===== src/rtl/pm_dm_bus_exchange_pkg.sv =====
package pm_dm_bus_exchange_pkg;

    typedef enum logic [1:0] {
        XR_HOLD     = 2'd0,
        XR_FROM_PM  = 2'd1,
        XR_FROM_REG = 2'd2
    } xr_src_e;

endpackage


===== src/rtl/pm_dm_xr_select.sv =====
module pm_dm_xr_select
    import pm_dm_bus_exchange_pkg::*;
(
    input  logic    data_rd,
    input  logic    fetch,
    input  logic    y_route,
    input  logic    load_req,
    output xr_src_e src_sel
);
    logic bus_qual;

    always_comb begin
        bus_qual = data_rd & ~fetch & ~y_route;
        if (bus_qual) begin
            src_sel = XR_FROM_PM;
        end else if (load_req) begin
            src_sel = XR_FROM_REG;
        end else begin
            src_sel = XR_HOLD;
        end
    end
endmodule


===== src/rtl/pm_dm_xr_reg.sv =====
module pm_dm_xr_reg
    import pm_dm_bus_exchange_pkg::*;
#(
    parameter int XW = 8
) (
    input  logic          clk,
    input  logic          rst,
    input  xr_src_e       src_sel,
    input  logic [XW-1:0] bus_byte,
    input  logic [XW-1:0] reg_byte,
    output logic [XW-1:0] xr_q
);
    logic [XW-1:0] xr_d;

    always_comb begin
        unique case (src_sel)
            XR_FROM_PM:  xr_d = bus_byte;
            XR_FROM_REG: xr_d = reg_byte;
            default:     xr_d = xr_q;
        endcase
    end

    always_ff @(posedge clk) begin
        if (rst) begin
            xr_q <= '0;
        end else begin
            xr_q <= xr_d;
        end
    end
endmodule


===== src/rtl/pm_dm_word_merge.sv =====
module pm_dm_word_merge #(
    parameter int PM_W = 24,
    parameter int DM_W = 16
) (
    input  logic                 wr_en,
    input  logic                 uses_xr,
    input  logic [DM_W-1:0]      src,
    input  logic [PM_W-DM_W-1:0] xr,
    output logic [PM_W-1:0]      word
);
    localparam int XW = PM_W - DM_W;

    logic [XW-1:0] low_byte;

    always_comb begin
        low_byte = uses_xr ? xr : '0;
        word     = wr_en ? {src, low_byte} : '0;
    end
endmodule


===== src/rtl/pm_dm_bus_exchange.sv =====
module pm_dm_bus_exchange
    import pm_dm_bus_exchange_pkg::*;
#(
    parameter int PM_W = 24,
    parameter int DM_W = 16
) (
    input  logic            clk,
    input  logic            rst,
    input  logic [PM_W-1:0] pm_rd_word,
    input  logic            pm_data_rd,
    input  logic            pm_fetch,
    input  logic            pm_y_route,
    output logic [DM_W-1:0] y_operand,
    output logic [DM_W-1:0] rd_to_reg,
    input  logic [DM_W-1:0] reg_src,
    input  logic            xr_load,
    output logic [DM_W-1:0] xr_read_val,
    input  logic            pm_wr_en,
    input  logic            wr_uses_xr,
    output logic [PM_W-1:0] pm_wr_word
);
    localparam int XW = PM_W - DM_W;

    xr_src_e       src_sel;
    logic [XW-1:0] xr_q;
    logic [DM_W-1:0] upper_half;

    pm_dm_xr_select u_sel (
        .data_rd  (pm_data_rd),
        .fetch    (pm_fetch),
        .y_route  (pm_y_route),
        .load_req (xr_load),
        .src_sel  (src_sel)
    );

    pm_dm_xr_reg #(.XW(XW)) u_xr (
        .clk      (clk),
        .rst      (rst),
        .src_sel  (src_sel),
        .bus_byte (pm_rd_word[XW-1:0]),
        .reg_byte (reg_src[XW-1:0]),
        .xr_q     (xr_q)
    );

    pm_dm_word_merge #(.PM_W(PM_W), .DM_W(DM_W)) u_merge (
        .wr_en   (pm_wr_en),
        .uses_xr (wr_uses_xr),
        .src     (reg_src),
        .xr      (xr_q),
        .word    (pm_wr_word)
    );

    always_comb begin
        upper_half  = pm_rd_word[PM_W-1:XW];
        rd_to_reg   = (pm_data_rd && !pm_fetch) ? upper_half : '0;
        y_operand   = pm_y_route ? upper_half : '0;
        xr_read_val = {{(DM_W-XW){1'b0}}, xr_q};
    end
endmodule


===== config.mk =====
export PLATFORM = sky130hd
export DESIGN_NAME = pm_dm_bus_exchange
export DESIGN_NICKNAME = d
export VERILOG_FILES = /design/src/rtl/pm_dm_bus_exchange_pkg.sv /design/src/rtl/pm_dm_xr_select.sv /design/src/rtl/pm_dm_xr_reg.sv /design/src/rtl/pm_dm_word_merge.sv /design/src/rtl/pm_dm_bus_exchange.sv
export SDC_FILE = /design/constraint.sdc
export NUM_CORES = 1
export LEC_CHECK = 0
export CORE_UTILIZATION = 22
export DETAILED_ROUTE_END_ITERATION = 10
export PLACE_DENSITY = 0.84
export REMOVE_ABC_BUFFERS = 1
export SLEW_MARGIN = 20
export SYNTH_ARGS = -nofsm -noshare
export SYNTH_HDL_FRONTEND = slang
export SYNTH_SLANG_ARGS = --single-unit

===== constraint.sdc =====
create_clock -name clk -period 1.6 [get_ports clk]
set_input_delay 0.48 -clock clk [delete_from_list [all_inputs] [get_ports clk]]
set_output_delay 0.48 -clock clk [all_outputs]
set_load 0.1 [all_outputs]

==> metrics.md, run 1 <==
| Metric | Value |
|---|---|
| R2R Setup Slk | 660 ps |
| Fin crit period | 1705 ps |
| GR Layer Usage met1 | 0.1948 |
| # DRC | 0 |
| Synthesized area | 869.6 sq um |
| Leakage power | 1.367 nW |
| Distinct cells, synth | 15 |
| Die width | 64.87 um |
| Arr. time, crit path | 1230 ps |
| PD cells | 625.0 nW/um^2 |
| Met2 usage in global routing | 0.4310 |
| Most used routing layer | met2 |
| Hold Path Class | flip-flop to flip-flop |
| Max-cap violations | 0 |
| Die Y | 64.87 um |
| Routed len/inst | 16.30 um |
| Crit. End Element | output port |
| Hold Path Sink | u_xr.xr_q[2] |
| Clk slew on worst S/H paths | 40 ps |
| Final hold violations | 0 |
| Mapped Avg Cell Area | 8.052 sq um |
| Number of DRC markers in iteration 0 | 31 |
| H-tree depth | 1 |
| Via count | 1272 |
| Vias per cell | 4.527 |
| Rows | 22 |
| Ys flop type | dfxtp_1 |
| Initial Util | 0.2340 |
| Failing checks | setup timing |
| Met3 Usage GRT | 0.08451 |
| # diodes | 0 |
| Max reg flops | 8 |
| Startpoint types | input pin |
| Worst setup path startpoint | pm_fetch |
| DRT Pass-1 Iters | 3 |
| Die area | 4208 sq um |
| Top-count cell post-synth | and2_1 |
| Peak supply drop | 0.0003424 V |
| Fin util | 0.8051 |
| Bufs on Longest Clock Path | 2 |
| Worst-path fanout max | 8 |
| Seq/Total Area, Yosys | 0.1842 |
| Biggest registers after layout | u_xr.xr_q: 8 flops |
| Placed Area | 2736 sq um |
| Worst setup slack after layout | -105.5 ps |
| Post-Route WL | 4.581 mm |
| Hold depth | 2 |
| #FFs+latches synth | 8 |
| Skew final | 0 ps |
| HP Start | u_xr.xr_q[2] |
| Ys async rst share | 0 |
| Share of cells above drive strength 1 | 0.6781 |
| Vias in the first global route | 1399 |
| FMAX | 0.5863 GHz |
| Post-synth EDFFs | 0 |
| Total GRT Usage | 0.2174 |
| Root Buffer Master | clkbuf_8 |
| Fillers | 209 |
| Ys Warns | 0 |
| Fin crit share | 1.066 |
| P&R area growth vs syn | 244.0% |
| Most flops, register | u_xr.xr_q |
| Final Cell Area | 2992 sq um |
| Outcome | finished, violations left |
| CTS Hold Buffers Added | 0 |
| Final ANT Viol Nets | 0 |
| Area contributors post-synth | and2_1, dfxtp_1, a221oi_2 |
| Core area | 3716 sq um |
| Post-synth top area share | 0.3453 |
| TritonCTS Buffers | 3 |
| GPL Wtd Cong | 0.6980 |
| Area leader, netlist | and2_1 |
| Total Power | 1.870 mW |
| RSZ-0062 raised after global routing | yes |
| Crit path required time | 1120 ps |
| Total Negative Setup Slacks | -1114 ps |
| DP Wirelength | 3.328 mm |
| Largest net degree at the start of global routing | 13 |
| Critical R2R Capture | u_xr.xr_q[5] |
| Max Slew Vio Count | 0 |
| Reg2Reg Depth | 2 |
| Worst-Skew Late Latency | 220 ps |
| Overflow after GRT | 0 |
| Net count reported at finish | 283 |
| Worst r2r src | u_xr.xr_q[5] |
| CTS tree | yes |
| Initial antenna violation count | 0 |
| I/O Pins | 120 |
| CP Class | input pin to output port |
| Post-Synthesis Cells | 108 |
| Clk sinks | 8 |
| Global-route wire length before repair | 6.996 mm |
| Setup violations, final | 16 |
| Port buffer count | 111 |
==> repair_timing <==
action	in CTS	in global routing
resized for setup	121	4
endpoints found under the hold margin	0	0
buffers inserted	1	0
cloned	4	1
pin swaps	28	2
endpoints found under the setup margin	64	25
==> routing by layer <==
layer,vias to the layer above,wire length (um),share of wire
met1,570,1479,0.32
li1,596,-,-
met2,96,2438,0.53
met4,0,113,0.025
met3,10,549,0.12
met5,-,0,0
==> area by class of cell <==
| type | instances | area, sq um | share of cell area |
|---|---|---|---|
| tap | 48 | 60.06 | 0.02008 |
| sequential | 8 | 160.2 | 0.05353 |
| multi-input combinational | 92 | 808.3 | 0.2702 |
| clock buffer | 3 | 41.29 | 0.01380 |
| timing repair buffer | 130 | 1922 | 0.6424 |
==> placed cells by master, fill, tap and decap left out, drive strengths merged <==
cell	n
a221oi	8
and2	48
and2b	3
and3	8
buf	87
clkbuf	4
clkdlybuf4s50	10
conb	8
dfxtp	8
dlygate4sd2	32
mux2i	8
nor2	8
or3b	1
==> worst max-delay path by stage <==
stage	slack [ps]	end	cells after the start
3_3_place_gp	-700	rd_to_reg[11]	4
2_1_floorplan	-770	rd_to_reg[0]	2
3_5_place_dp	-700	rd_to_reg[11]	4
4_1_cts	-110	rd_to_reg[10]	4
6_report	-110	rd_to_reg[5]	4
5_1_grt	-130	rd_to_reg[5]	4
==> where the power goes <==
group / total (mW) / leakage, nW / internal, mW / switching, mW
clock: 0.232 / 0.0216 / 0.162 / 0.0702
sequential: 0.239 / 0.0664 / 0.216 / 0.0231
combinational: 1.40 / 1.28 / 0.532 / 0.866
==> critical path, cell delays in order <==
cell and delay [ps]:
buf_8 100, and2b_4 300, and2_4 180, buf_12 170
==> stage by stage <==
stage                     setup slack (ps)  hold slack [ps]  std cells
final                               -105.5            663.8        281
after global routing                -125.5            697.4        281
after CTS                           -106.9            663.1        280
after detailed placement            -699.3            652.8        272
after global placement              -695.7            633.6        272
after floorplan                     -765.3            546.2         98
==> logic make-up after synthesis <==
group | count (synthesis) | share of synthesized area
buffers and inverters | 17 | 0.1252
multiplexers | 8 | 0.09209
AO/OA/AOI/OAI | 8 | 0.1381
flip-flops | 8 | 0.1842
AND/OR/NAND/NOR | 66 | 0.4561
other | 1 | 0.004312
Note: power is estimated with default switching activity, not from simulation.
==> run 2: changes to the inputs <==
CORE_UTILIZATION = 25   (was 22)
DONT_BUFFER_PORTS = 1   (was default)
PLACE_DENSITY = 0.47   (was 0.84)
SKIP_LAST_GASP = 1   (was default)
==> run 2 against run 1 <==
Against the previous run:
- the run still ends with setup timing left
- first-iteration DRC count fell by 45%
- routed wire length decreased by 30%
- non-clock buffer count fell by 59
- die area fell by 12%
- sequential power fell by 7%
- sequential share of layout area rose by 2.1 points
- hold slack lost 370 ps
- core utilization decreased by 16 points
- power shrank 19%
- cell area down 28%
- critical path type unchanged
==> metrics.md, run 2 (synthesis gave the netlist of run 1 again) <==
| Metric | Value |
|---|---|
| H-tree depth | 1 |
| Vias per cell | 4.615 |
| Fin crit period | 1666 ps |
| PD cells | 700.6 nW/um^2 |
| Biggest registers after layout | u_xr.xr_q: 8 flops |
| Largest net degree at the start of global routing | 26 |
| Metal2 WL | 1.795 mm |
| Storage cell area | 160.2 sq um |
| Die area | 3718 sq um |
| Port buffer count | 0 |
| Reg2Reg Depth | 3 |
| Routed len/inst | 14.78 um |
| GPL Wtd Cong | 0.7571 |
| Clock share of power | 0.096 |
| Initial Util | 0.2606 |
| Net count reported at finish | 222 |
| DRT Pass-1 Iters | 4 |
| Worst r2r src | u_xr.xr_q[1] |
| DRT met1 WL | 974 um |
| FMAX | 0.6003 GHz |
| Total Negative Setup Slacks | -783.5 ps |
| Startpoint types | input pin |
| Uppermost layer routed | met4 |
| Arr. time, crit path | 1190 ps |
| Crit. End Element | output port |
| Fin cells | 218 |
| DP Wirelength | 2.899 mm |
| Max reg flops | 8 |
| Internal power | 648.7 uW |
| Number of DRC markers in iteration 0 | 17 |
| Clk slew on worst S/H paths | 50 ps |
| Initial antenna violation count | 0 |
| Metal3 WL | 437 um |
| Skew final | 0 ps |
| Leakage power | 0.9617 nW |
| Worst-Skew Late Latency | 240 ps |
| Clk sinks | 8 |
| Part of the power in combinational logic | 0.756 |
| Rows | 21 |
| Sw frac | 0.5693 |
| Global-route wire length before repair | 4.395 mm |
| CP Class | input pin to output port |
| I/O Pins | 120 |
| P&R area growth vs syn | 147.2% |
| CTS Hold Buffers Added | 0 |
| Core area | 3337 sq um |
| Switching power | 857.3 uW |
| HP Start | rst |
| Dpl cells | 213 |
| Fin crit share | 1.041 |
| Worst-path fanout max | 5 |
| Worst setup slack after layout | -65.83 ps |
| CTS tree | yes |
| Max-cap violations | 0 |
| Crit path required time | 1120 ps |
| Minimum hold slack | 294.4 ps |
| Setup violations, final | 16 |
| Hold depth | 1 |
| Overflow after GRT | 0 |
| Vias in the first global route | 1038 |
| TritonCTS Buffers | 3 |
| Total Power | 1.506 mW |
| Root Buffer Master | clkbuf_4 |
| # diodes | 0 |
| Hold Path Class | input pin to flip-flop |
| Failing checks | setup timing |
| Die width | 60.98 um |
| Sequential power share | 0.148 |
| Max Slew Vio Count | 0 |
| Total GRT Usage | 0.1620 |
| Via count | 1006 |
| # DRC | 0 |
| Final hold violations | 0 |
| Bufs on Longest Clock Path | 2 |
| Share of cells above drive strength 1 | 0.5756 |
| Final ANT Viol Nets | 0 |
| Commonest cells after routing, fill and taps aside | buf_12, and2_1, and2_4 |
| Pre-CTS WS | -87.79 ps |
| R2R Setup Slk | 440 ps |
| Outcome | finished, violations left |
| RSZ-0062 raised after global routing | yes |
| Die Y | 60.98 um |
| Multi-input logic area | 668.1 sq um |
| Commonest non-fill, non-tap cell in the layout | buf_12 |
| Fillers | 245 |
| Post-Route WL | 3.223 mm |
| Peak supply drop | 0.0003627 V |
| Hold Path Sink | u_xr.xr_q[3] |
| Most flops, register | u_xr.xr_q |
| Critical R2R Capture | u_xr.xr_q[1] |
## run 2: timing repair
action                                  4_1_cts  5_1_grt
gates cloned                                  0        1
endpoints found under the setup margin       16       16
setup buffers                                 0        1
pin swaps                                     0        3
resized for setup                            16        4
## run 2: critical path: stages
cell and delay (ps):
and2b_2 230, buf_4 160, and2_4 160, buf_12 160
## run 2: worst max-delay path by stage
stage                  start  cells past startpoint       endpoint
finish              pm_fetch                      4   rd_to_reg[7]
global route        pm_fetch                      4   rd_to_reg[9]
CTS                 pm_fetch                      4   rd_to_reg[8]
detailed placement  pm_fetch                      4   rd_to_reg[8]
global placement    pm_fetch                      4  rd_to_reg[14]
floorplan           pm_fetch                      2   rd_to_reg[0]
## run 2: layout make-up
type | count | area share
well taps | 46 | 0.02678
clock buffers | 3 | 0.01048
multi-input cells | 90 | 0.3108
flip-flops and latches | 8 | 0.07451
repair buffers | 71 | 0.5774
## run 2: routing by layer
metal | track usage | up-vias
met1 | 0.1447 | 457
met2 | 0.3265 | 76
met4 | 0.05844 | 0
met5 | 0 | -
li1 | - | 471
met3 | 0.05970 | 2
## run 2: power groups by stage
| stage | Combinational [mW] | Sequential (mW) | Clock (mW) |
|---|---|---|---|
| final | 1.14 | 0.223 | 0.144 |
| after global routing | 1.17 | 0.224 | 0.156 |
| after CTS | 1.14 | 0.223 | 0.152 |
| after detailed placement | 1.12 | 0.227 | 0 |
| after global placement | 1.11 | 0.226 | 0 |
| after floorplan | 0.654 | 0.340 | 0 |
## run 2: stage by stage
step / utilization / instance area, sq um
global placement: 0.6183 / 2063
floorplan: - / 787.0
detailed placement: 0.6183 / 2063
finish: 0.6442 / 2150
CTS: 0.6370 / 2126
global route: 0.6442 / 2150
